==> config.mk <==
export PLATFORM = sky130hd
export DESIGN_NAME = seg_xlate
export DESIGN_NICKNAME = d
export VERILOG_FILES = /design/src/rtl/seg_pkg.sv /design/src/rtl/seg_desc_cache.sv /design/src/rtl/seg_fetch_seq.sv /design/src/rtl/seg_resp_unit.sv /design/src/rtl/seg_xlate.sv
export SDC_FILE = /design/constraint.sdc
export NUM_CORES = 1
export LEC_CHECK = 0
export ABC_AREA = 1
export BUFFER_PORTS_ARGS = -buffer_cell sky130_fd_sc_hd__buf_2
export CAP_MARGIN = 20
export CORE_UTILIZATION = 53
export DETAILED_ROUTE_END_ITERATION = 10
export PLACE_DENSITY = 0.78
export SETUP_SLACK_MARGIN = 0.5
export SLEW_MARGIN = 20
export SYNTH_ARGS = -nofsm -noshare
export SYNTH_HDL_FRONTEND = slang
export SYNTH_SLANG_ARGS = --single-unit
==> constraint.sdc <==
create_clock -name clk -period 3.25 [get_ports clk]
set_input_delay 0.65 -clock clk [delete_from_list [all_inputs] [get_ports clk]]
set_output_delay 0.65 -clock clk [all_outputs]
set_load 0.01 [all_outputs]
==> src/rtl/seg_pkg.sv <==
package seg_pkg;

  localparam int ADDR_W     = 32;
  localparam int SEL_W      = 16;
  localparam int IDX_LSB    = 3;
  localparam int IDX_W      = SEL_W - IDX_LSB;
  localparam int TI_BIT     = 2;
  localparam int RPL_W      = 2;
  localparam int LIM_W      = 20;
  localparam int ACC_W      = 12;
  localparam int DESC_BYTES = 8;
  localparam int WORD_BYTES = ADDR_W / 8;

  typedef struct packed {
    logic [ACC_W-1:0]  acc;
    logic [LIM_W-1:0]  lim;
    logic [ADDR_W-1:0] base;
  } seg_desc_t;

  typedef enum logic [1:0] {
    FS_IDLE = 2'd0,
    FS_LO   = 2'd1,
    FS_HI   = 2'd2
  } fetch_state_t;

  function automatic logic [IDX_W-1:0] sel_index(input logic [SEL_W-1:0] sel);
    return sel[SEL_W-1:IDX_LSB];
  endfunction

  function automatic logic sel_is_local(input logic [SEL_W-1:0] sel);
    return sel[TI_BIT];
  endfunction

  function automatic logic [RPL_W-1:0] sel_rpl(input logic [SEL_W-1:0] sel);
    return sel[RPL_W-1:0];
  endfunction

  function automatic logic [ADDR_W-1:0] desc_addr(input logic [ADDR_W-1:0] tbase,
                                                  input logic [SEL_W-1:0]  sel);
    logic [ADDR_W-1:0] scaled;
    scaled = ADDR_W'(sel_index(sel)) * ADDR_W'(DESC_BYTES);
    return tbase + scaled;
  endfunction

  function automatic seg_desc_t unpack_desc(input logic [ADDR_W-1:0] lo_word,
                                            input logic [ADDR_W-1:0] hi_word);
    seg_desc_t d;
    d.base = lo_word;
    d.lim  = hi_word[LIM_W-1:0];
    d.acc  = hi_word[ADDR_W-1:ADDR_W-ACC_W];
    return d;
  endfunction

  function automatic logic over_limit(input logic [ADDR_W-1:0] off,
                                      input logic [LIM_W-1:0]  lim);
    return off > ADDR_W'(lim);
  endfunction

  function automatic logic [ADDR_W-1:0] lin_sum(input logic [ADDR_W-1:0] base,
                                                input logic [ADDR_W-1:0] off);
    return base + off;
  endfunction

endpackage

==> src/rtl/seg_desc_cache.sv <==
module seg_desc_cache
  import seg_pkg::*;
(
  input  logic             clk,
  input  logic             rst_n,
  input  logic             load_i,
  input  logic [SEL_W-1:0] load_sel_i,
  input  seg_desc_t        load_desc_i,
  input  logic [SEL_W-1:0] lookup_sel_i,
  output logic             hit_o,
  output seg_desc_t        desc_o
);

  logic             vld_q;
  logic [SEL_W-1:0] sel_q;
  seg_desc_t        desc_q;

  always_ff @(posedge clk or negedge rst_n) begin
    if (!rst_n) begin
      vld_q  <= 1'b0;
      sel_q  <= '0;
      desc_q <= '0;
    end else if (load_i) begin
      vld_q  <= 1'b1;
      sel_q  <= load_sel_i;
      desc_q <= load_desc_i;
    end
  end

  assign hit_o  = vld_q && (sel_q == lookup_sel_i);
  assign desc_o = desc_q;

  // a freshly loaded selector is recognised on the following cycle
  assert_load_then_hit_R8: assert property (@(posedge clk) disable iff (!rst_n)
    (load_i && load_sel_i == lookup_sel_i) |=> vld_q);

endmodule

==> src/rtl/seg_fetch_seq.sv <==
module seg_fetch_seq
  import seg_pkg::*;
(
  input  logic              clk,
  input  logic              rst_n,
  input  logic              start_i,
  input  logic [ADDR_W-1:0] start_addr_i,
  output logic              mem_valid_o,
  input  logic              mem_ready_i,
  output logic [ADDR_W-1:0] mem_addr_o,
  input  logic [ADDR_W-1:0] mem_rdata_i,
  output logic              busy_o,
  output logic              done_o,
  output logic [ADDR_W-1:0] lo_word_o
);

  fetch_state_t      st_q;
  logic [ADDR_W-1:0] addr_q;
  logic [ADDR_W-1:0] lo_q;
  logic              lo_phase;
  logic              hi_phase;

  always_ff @(posedge clk or negedge rst_n) begin
    if (!rst_n) begin
      st_q   <= FS_IDLE;
      addr_q <= '0;
      lo_q   <= '0;
    end else begin
      case (st_q)
        FS_IDLE: if (start_i) begin
          st_q   <= FS_LO;
          addr_q <= start_addr_i;
        end
        FS_LO: if (mem_ready_i) begin
          lo_q   <= mem_rdata_i;
          addr_q <= addr_q + ADDR_W'(WORD_BYTES);
          st_q   <= FS_HI;
        end
        FS_HI: if (mem_ready_i) st_q <= FS_IDLE;
        default: st_q <= FS_IDLE;
      endcase
    end
  end

  assign lo_phase    = (st_q == FS_LO);
  assign hi_phase    = (st_q == FS_HI);
  assign mem_valid_o = lo_phase || hi_phase;
  assign mem_addr_o  = addr_q;
  assign busy_o      = mem_valid_o;
  assign done_o      = hi_phase && mem_ready_i;
  assign lo_word_o   = lo_q;

  // a stalled read keeps its request and address
  assert_hold_addr_R3: assert property (@(posedge clk) disable iff (!rst_n)
    (mem_valid_o && !mem_ready_i) |=> (mem_valid_o && $stable(mem_addr_o)));

  // the high-word read only ever follows the low-word read
  assert_low_first_R3: assert property (@(posedge clk) disable iff (!rst_n)
    $rose(hi_phase) |-> $past(lo_phase && mem_ready_i));

  // high word sits one word above the low word
  assert_hi_addr_R3: assert property (@(posedge clk) disable iff (!rst_n)
    $rose(hi_phase) |-> (mem_addr_o == $past(mem_addr_o) + ADDR_W'(WORD_BYTES)));

endmodule

==> src/rtl/seg_resp_unit.sv <==
module seg_resp_unit
  import seg_pkg::*;
(
  input  logic              clk,
  input  logic              rst_n,
  input  logic              fire_i,
  input  seg_desc_t         desc_i,
  input  logic [ADDR_W-1:0] off_i,
  input  logic [RPL_W-1:0]  rpl_i,
  output logic              rsp_valid_o,
  output logic              rsp_fault_o,
  output logic [ADDR_W-1:0] rsp_lin_o,
  output logic [ACC_W-1:0]  rsp_acc_o,
  output logic [RPL_W-1:0]  rsp_rpl_o
);

  logic              viol;
  logic [ADDR_W-1:0] sum;

  assign viol = over_limit(off_i, desc_i.lim);
  assign sum  = lin_sum(desc_i.base, off_i);

  always_ff @(posedge clk or negedge rst_n) begin
    if (!rst_n) begin
      rsp_valid_o <= 1'b0;
      rsp_fault_o <= 1'b0;
      rsp_lin_o   <= '0;
      rsp_acc_o   <= '0;
      rsp_rpl_o   <= '0;
    end else begin
      rsp_valid_o <= fire_i;
      if (fire_i) begin
        rsp_fault_o <= viol;
        rsp_lin_o   <= viol ? '0 : sum;
        rsp_acc_o   <= desc_i.acc;
        rsp_rpl_o   <= rpl_i;
      end
    end
  end

  // a faulting response never carries an address
  assert_fault_no_addr_R6: assert property (@(posedge clk) disable iff (!rst_n)
    (rsp_valid_o && rsp_fault_o) |-> (rsp_lin_o == '0));

  // every accepted translation produces a response one cycle later
  assert_fire_resp_R5: assert property (@(posedge clk) disable iff (!rst_n)
    fire_i |=> rsp_valid_o);

endmodule

==> src/rtl/seg_xlate.sv <==
module seg_xlate
  import seg_pkg::*;
(
  input  logic              clk,
  input  logic              rst_n,
  input  logic [ADDR_W-1:0] gdt_base_i,
  input  logic [ADDR_W-1:0] ldt_base_i,
  input  logic              req_valid_i,
  output logic              req_ready_o,
  input  logic [SEL_W-1:0]  req_sel_i,
  input  logic [ADDR_W-1:0] req_off_i,
  output logic              mem_valid_o,
  input  logic              mem_ready_i,
  output logic [ADDR_W-1:0] mem_addr_o,
  input  logic [ADDR_W-1:0] mem_rdata_i,
  output logic              rsp_valid_o,
  output logic              rsp_fault_o,
  output logic [ADDR_W-1:0] rsp_lin_o,
  output logic [ACC_W-1:0]  rsp_acc_o,
  output logic [RPL_W-1:0]  rsp_rpl_o
);

  logic              fetch_busy;
  logic              fetch_done;
  logic [ADDR_W-1:0] lo_word;
  logic              cache_hit;
  seg_desc_t         cache_desc;
  seg_desc_t         fetched_desc;
  logic              accept;
  logic              hit_accept;
  logic              miss_accept;
  logic [ADDR_W-1:0] tbase;
  logic [ADDR_W-1:0] daddr;
  logic [SEL_W-1:0]  pend_sel_q;
  logic [ADDR_W-1:0] pend_off_q;
  logic              fire;
  seg_desc_t         fire_desc;
  logic [ADDR_W-1:0] fire_off;
  logic [RPL_W-1:0]  fire_rpl;

  assign req_ready_o  = !fetch_busy;
  assign accept       = req_valid_i && req_ready_o;
  assign hit_accept   = accept && cache_hit;
  assign miss_accept  = accept && !cache_hit;
  assign tbase        = sel_is_local(req_sel_i) ? ldt_base_i : gdt_base_i;
  assign daddr        = desc_addr(tbase, req_sel_i);
  assign fetched_desc = unpack_desc(lo_word, mem_rdata_i);

  always_ff @(posedge clk or negedge rst_n) begin
    if (!rst_n) begin
      pend_sel_q <= '0;
      pend_off_q <= '0;
    end else if (miss_accept) begin
      pend_sel_q <= req_sel_i;
      pend_off_q <= req_off_i;
    end
  end

  assign fire      = hit_accept || fetch_done;
  assign fire_desc = fetch_done ? fetched_desc : cache_desc;
  assign fire_off  = fetch_done ? pend_off_q : req_off_i;
  assign fire_rpl  = fetch_done ? sel_rpl(pend_sel_q) : sel_rpl(req_sel_i);

  seg_desc_cache u_cache (
    .clk          (clk),
    .rst_n        (rst_n),
    .load_i       (fetch_done),
    .load_sel_i   (pend_sel_q),
    .load_desc_i  (fetched_desc),
    .lookup_sel_i (req_sel_i),
    .hit_o        (cache_hit),
    .desc_o       (cache_desc)
  );

  seg_fetch_seq u_fetch (
    .clk          (clk),
    .rst_n        (rst_n),
    .start_i      (miss_accept),
    .start_addr_i (daddr),
    .mem_valid_o  (mem_valid_o),
    .mem_ready_i  (mem_ready_i),
    .mem_addr_o   (mem_addr_o),
    .mem_rdata_i  (mem_rdata_i),
    .busy_o       (fetch_busy),
    .done_o       (fetch_done),
    .lo_word_o    (lo_word)
  );

  seg_resp_unit u_resp (
    .clk         (clk),
    .rst_n       (rst_n),
    .fire_i      (fire),
    .desc_i      (fire_desc),
    .off_i       (fire_off),
    .rpl_i       (fire_rpl),
    .rsp_valid_o (rsp_valid_o),
    .rsp_fault_o (rsp_fault_o),
    .rsp_lin_o   (rsp_lin_o),
    .rsp_acc_o   (rsp_acc_o),
    .rsp_rpl_o   (rsp_rpl_o)
  );

  // a hit never starts a memory read
  assert_hit_no_fetch_R7: assert property (@(posedge clk) disable iff (!rst_n)
    hit_accept |=> !mem_valid_o);

  // a miss starts reading at the computed descriptor address
  assert_miss_addr_R2: assert property (@(posedge clk) disable iff (!rst_n)
    miss_accept |=> (mem_valid_o && mem_addr_o == $past(daddr)));

  // accepting requests and fetching are mutually exclusive
  assert_idle_quiet_R10: assert property (@(posedge clk) disable iff (!rst_n)
    req_ready_o |-> !mem_valid_o);

  // a hit and a fetch completion never compete for the response
  assert_single_source_R10: assert property (@(posedge clk) disable iff (!rst_n)
    !(hit_accept && fetch_done));

endmodule

Word-level counts from Yosys, hierarchy flattened --
Index checks and enable logic that the tools add are counted.
Operators by class: magnitude comparators 1, add/sub/neg operators 3, eq/ne operators 6, reductions and logical operators 14, multiplexer cells 12
Operator list (number):
- 32-bit 2-to-1 mux | 5
- 64-bit 2-to-1 mux | 1
- 32-bit case mux with 2 select lines | 1
- 32-bit by 16-bit adder with 32-bit output | 1
- 32-bit by 3-bit adder with 32-bit output (second input constant) | 1
- 32-bit adder | 1
- 32-bit by 20-bit greater-than comparator with 1-bit output | 1
- 16-bit == test | 1
- 2-bit 2-to-1 mux | 4
- 2-bit != test (second input constant) | 3
- 2-bit case mux with 3 select lines | 1
- 3-bit AND reduction | 2
- 1-bit logical AND | 5
- 2-bit by 1-bit == test with 1-bit output (second input constant) | 1
- 2-bit == test (second input constant) | 1
- 1-bit logical NOT | 2
- 2-bit logical NOT | 1
- 1-bit logical OR | 2
- 2-bit AND reduction | 1
- 2-bit nonzero test | 1
Word-level totals: register bits after elaboration 243, word-level logic and storage cells 51

Longest topological paths before layout --
word-level depth 7, mapped depth 26, depth with buffers taken out 22

By module --
A second synthesis with hierarchy kept.
Unflattened totals: cell total of the unflattened synthesis 2636, area, all modules 16907.5 um^2
By module, submodules not included:
- seg_resp_unit | cells an instance 839, area an instance 4984.8 um^2, instances 1
- seg_xlate | cells an instance 915, area an instance 4903.5 um^2, instances 1
- seg_fetch_seq | cells an instance 484, area an instance 3708.6 um^2, instances 1
- seg_desc_cache | cells an instance 398, area an instance 3310.7 um^2, instances 1

Worst setup path after synthesis --
Ideal clock, no wire load.
path type input port to flip-flop, from input mem_ready_i, to register u_resp.rsp_lin_o[17], path buffers 6, setup slack -0.181 ns, data arrival time 3.314 ns, cell stages on the path 18, path through buf_4 > nand2_2 > buf_6 > buf_6 > clkbuf_1 > clkbuf_1 > clkbuf_1 > nand2_1 > nand2_1 > ha_1 > a21oi_1 > a21boi_0 > o21ai_0 > a21oi_1 > nand2_1 > or2_2 > nand3_1 > nand2_1
RTL lines:
- start: declaration | RTL line seg_xlate.sv:13 | input logic mem_ready_i,
- end signal: assignment | RTL line seg_resp_unit.sv:34 | rsp_lin_o <= viol ? '0 : sum;
- end: declaration | RTL line seg_resp_unit.sv:12 | output logic [ADDR_W-1:0] rsp_lin_o,

Worst setup path after layout --
from register u_fetch.st_q[1], to register u_resp.rsp_lin_o[25]
Between the ends: cells in the longest elaborated chain, start to end 6, elaborated cells between the ends (all ways) 13, classes of those cells add/sub (1); order compare (1); eq/ne (2); mux (3); reduce/logical (6)
RTL lines:
- start: declaration | RTL line seg_fetch_seq.sv:17 | fetch_state_t st_q;
- start signal: assignment | RTL line seg_fetch_seq.sv:25 | st_q <= FS_IDLE;
- start signal: assignment | RTL line seg_fetch_seq.sv:31 | st_q <= FS_LO;
- start signal: assignment | RTL line seg_fetch_seq.sv:37 | st_q <= FS_HI;
- branches (longest 6 deep; another with 32-bit adder)
Parallel ways; which one is timed is not known. A chain may end at the register's enable or synchronous reset.

==> results.py <==
metrics = {
    "status": {
        "outcome": "complete, no violations",
    },
    "yosys": {
        "ys_top_cells_by_count": "nand2_1, dfrtp_1, inv_1, o21ai_0, nor2_1",
        "synth_cells": 2155,
        "synth_cell_types": 42,
        "synth_most_common_cell": "nand2_1",
        "syn_nets": 2373,
        "async_reset_ff_share_pct": 100.0,
        "yosys.area.top_type": "dfrtp_1",
        "synth_edf_count": 0,
        "ys_seq_area_share_pct": 40.39,
        "synthesis.area_um2": 15060,
        "syn_area_per_cell_um2": 6.986,
        "netlist.area_leader.share_pct": 40.39,
        "synth_warnings": 0,
        "ys_ff_latch": 243,
        "synth_flop_cell": "dfrtp_1",
        "netlist_top_cells_area": "dfrtp_1, nand2_1, o21ai_0, ha_1, inv_1",
    },
    "grt": {
        "antenna_found_initial": 2,
        "grt_max_degree": 91,
        "grt_pass1_wl_um": 79570,
        "grt_use_total_pct": 35.10,
        "grt_overflow_total": 0,
        "grt_pass1_vias": 15274,
    },
    "placement": {
        "dp_slack_ps": -124.3,
        "place_area_um2": 17160,
        "post-dp-hpwl_um": 36510,
        "gp_congestion": 0.9822,
        "portBuffers": 229,
    },
    "worst_setup_path": {
        "critPathBufInv": 5,
        "crit_top_cell": "nand2_1",
        "path_cells": "ha_4 -> nand2_8 -> inv_12 -> buf_6 -> buf_16 -> nand2_1 -> o21ai_2 -> ha_1 -> nand2_1 -> nor2_2 -> nand3_1 -> nor2_2 -> nand2_1 -> nand2_1 -> nand2_2 -> nand2_4 -> buf_12 -> inv_2 -> nand3_1 -> nand2_1",
        "cp_top_family": "simple AND/OR/NAND/NOR gates",
        "slowest_delay_ps": 410,
        "startpoint": "u_fetch.st_q[1]",
        "worstPathArrival_ps": 3410,
        "r2r_end": "u_resp.rsp_lin_o[25]",
        "r2r_slack_ps": 270,
        "cp-end-kind": "flip-flop",
        "critPathLaunchType": "flip-flop",
        "r2r_cells": 20,
        "worstPathRequired_ps": 3690,
        "crit_fanout": 10,
        "critical_path_class": "reg -> reg",
        "r2r_start": "u_fetch.st_q[1]",
        "cp_slowest_cell": "dfrtp_1",
    },
    "detailed_routing": {
        "vias_per_cell": 5.518,
        "ant_nets": 0,
        "drtIter0Drc": 1279,
        "totalWireLength_um": 51910,
        "first_pass_iters": 8,
        "wl_per_cell_um": 18.26,
        "vias": 15689,
        "post-route-drc-count": 0,
    },
    "clock_tree": {
        "htree_num_levels": 1,
        "worstSkewPairLatency_ps": 590,
        "clk_pin_slew_ps": 60,
        "clockRootBuffer": "clkbuf_16",
        "clockBufferDepth": 3,
        "cts_sinks": 243,
        "cts_hold_buf": 0,
        "cts_buffers": 28,
        "cts_tree": "yes",
    },
    "sta": {
        "period_minus_slack_ps": 2976,
        "tns_ps": 0,
        "skew_ps": 53.94,
        "tightest_slew_ps": 843.6,
        "hold_violations": 0,
        "max-slew-margin-rel_pct": 43.62,
        "setup_viol": 0,
        "period_share_pct": 91.57,
        "drv_slew": 0,
        "rsz0062_at_grt": "yes",
        "postLayoutSetupSlackWorst_ps": 274.1,
        "max_freq_mhz": 336.0,
        "whs_ps": 30.51,
    },
    "floorplanning": {
        "dieHeight_um": 170.5,
        "start_util_pct": 54.04,
        "rows": 61,
        "fp.dieW_um": 170.5,
        "io_pins": 230,
        "core_um2": 27860,
        "dieArea_um2": 29090,
    },
    "pwr": {
        "pwr-share-clk_pct": 19.4,
        "p_int_uw": 10270,
        "p_seq_share_pct": 27.4,
        "powerDensity_nw_per_um2": 930.0,
        "switchingPower_uw": 8171,
        "p_sw_share_pct": 44.31,
        "ir_drop_uv": 491.3,
        "p_comb_share_pct": 53.2,
        "p_leak_uw": 0.01028,
    },
    "cells_and_area": {
        "finalInstanceArea_um2": 19830,
        "final_util_pct": 71.18,
        "regArea_um2": 6081,
        "multi_input_area_um2": 9101,
        "drive_gt1_share_pct": 26.03,
        "nets": 2659,
        "area_growth_pct": 31.71,
        "nFillCells": 2181,
    },
    "worst_hold_path": {
        "hp-class": "in -> async",
    },
    "flow_run": {
        "drv_cap": 0,
    },
}
per-layer routing:
metal  part of all wire (%)  wire length, µm  track usage [%]  vias up
met5                      0                0                0        -
met4                    4.8             2486            15.82        0
met3                    6.4             3337            4.534      177
met2                     50            25930            62.70      698
met1                     39            20150            42.01     7346
li1                       -                -                -     7468
cell usage in the layout (no fill, tap or decap), types with 33 or more instances in the layout:
master,netlist,final
nand2_1,853,797
dfrtp_1,243,243
buf_2,11,228
inv_1,210,201
o21ai_0,196,141
nor2_1,137,111
nand3_1,93,85
buf_4,3,67
nand2_2,3,54
a21oi_1,69,44
o21ai_2,5,42
ha_4,0,34
ha_1,68,33
cells by family after synthesis:
group,after synthesis,share of synthesized area [%]
XOR/XNOR,37,2.152
multiplexers,1,0.06649
AO/OA/AOI/OAI,325,11.48
adder cells (fa/ha/maj),70,5.917
buffers and inverters,284,7.496
flip-flops,243,40.39
AND/OR/NAND/NOR,1195,32.50
stage by stage:
step,instances,total power (µW)
5_1_grt,2841,19550
3_5_place_dp,2749,12950
6_report,2843,18440
3_3_place_gp,2749,12800
4_1_cts,2831,17610
2_1_floorplan,2155,10190
state kept, by name (all words and copies together), names as in the netlist:
name	count
u_resp.rsp_rpl_o	2
u_cache.desc_o	64
u_resp.rsp_acc_o	12
u_resp.rsp_fault_o	1
u_fetch.mem_addr_o	32
u_fetch.lo_word_o	32
pend_sel_q	16
u_fetch.st_q	2
u_cache.sel_q	16
u_cache.vld_q	1
u_resp.rsp_lin_o	32
u_resp.rsp_valid_o	1
pend_off_q	32
power groups by stage:
stage,clock [µW],combinational (µW),sequential (µW)
finish,3570,9820,5050
global route,3720,10700,5160
CTS,3590,9020,5000
detailed placement,0,7940,5020
global placement,0,7810,5000
floorplan,0,5250,4940
worst max path at each step:
| stage | end | slack (ps) | cells after the start |
|---|---|---|---|
| 2_1_floorplan | u_resp.rsp_lin_o[28] | 280 | 21 |
| 3_3_place_gp | u_resp.rsp_lin_o[20] | -230 | 13 |
| 3_5_place_dp | u_resp.rsp_lin_o[20] | -120 | 14 |
| 4_1_cts | u_resp.rsp_lin_o[25] | 440 | 20 |
| 5_1_grt | u_resp.rsp_lin_o[25] | 210 | 20 |
| 6_report | u_resp.rsp_lin_o[25] | 270 | 20 |
layout make-up:
class,count,share of cell area [%]
well taps,378,2.385
repair buffers,324,11.50
repair inverters,1,0.03155
flip-flops and latches,243,30.66
inverters,215,4.164
multi-input cells,1628,45.90
clock buffers,39,4.095
clock inverters,13,1.237
diodes,2,0.02524
timing repair:
action / 4_1_cts / 5_1_grt
setup buffers: 20 / 7
pin swaps: 38 / 25
setup endpoints to repair: 33 / 36
cloned: 10 / 3
gates resized for setup: 187 / 86
Note: power is estimated with default switching activity, not from simulation.
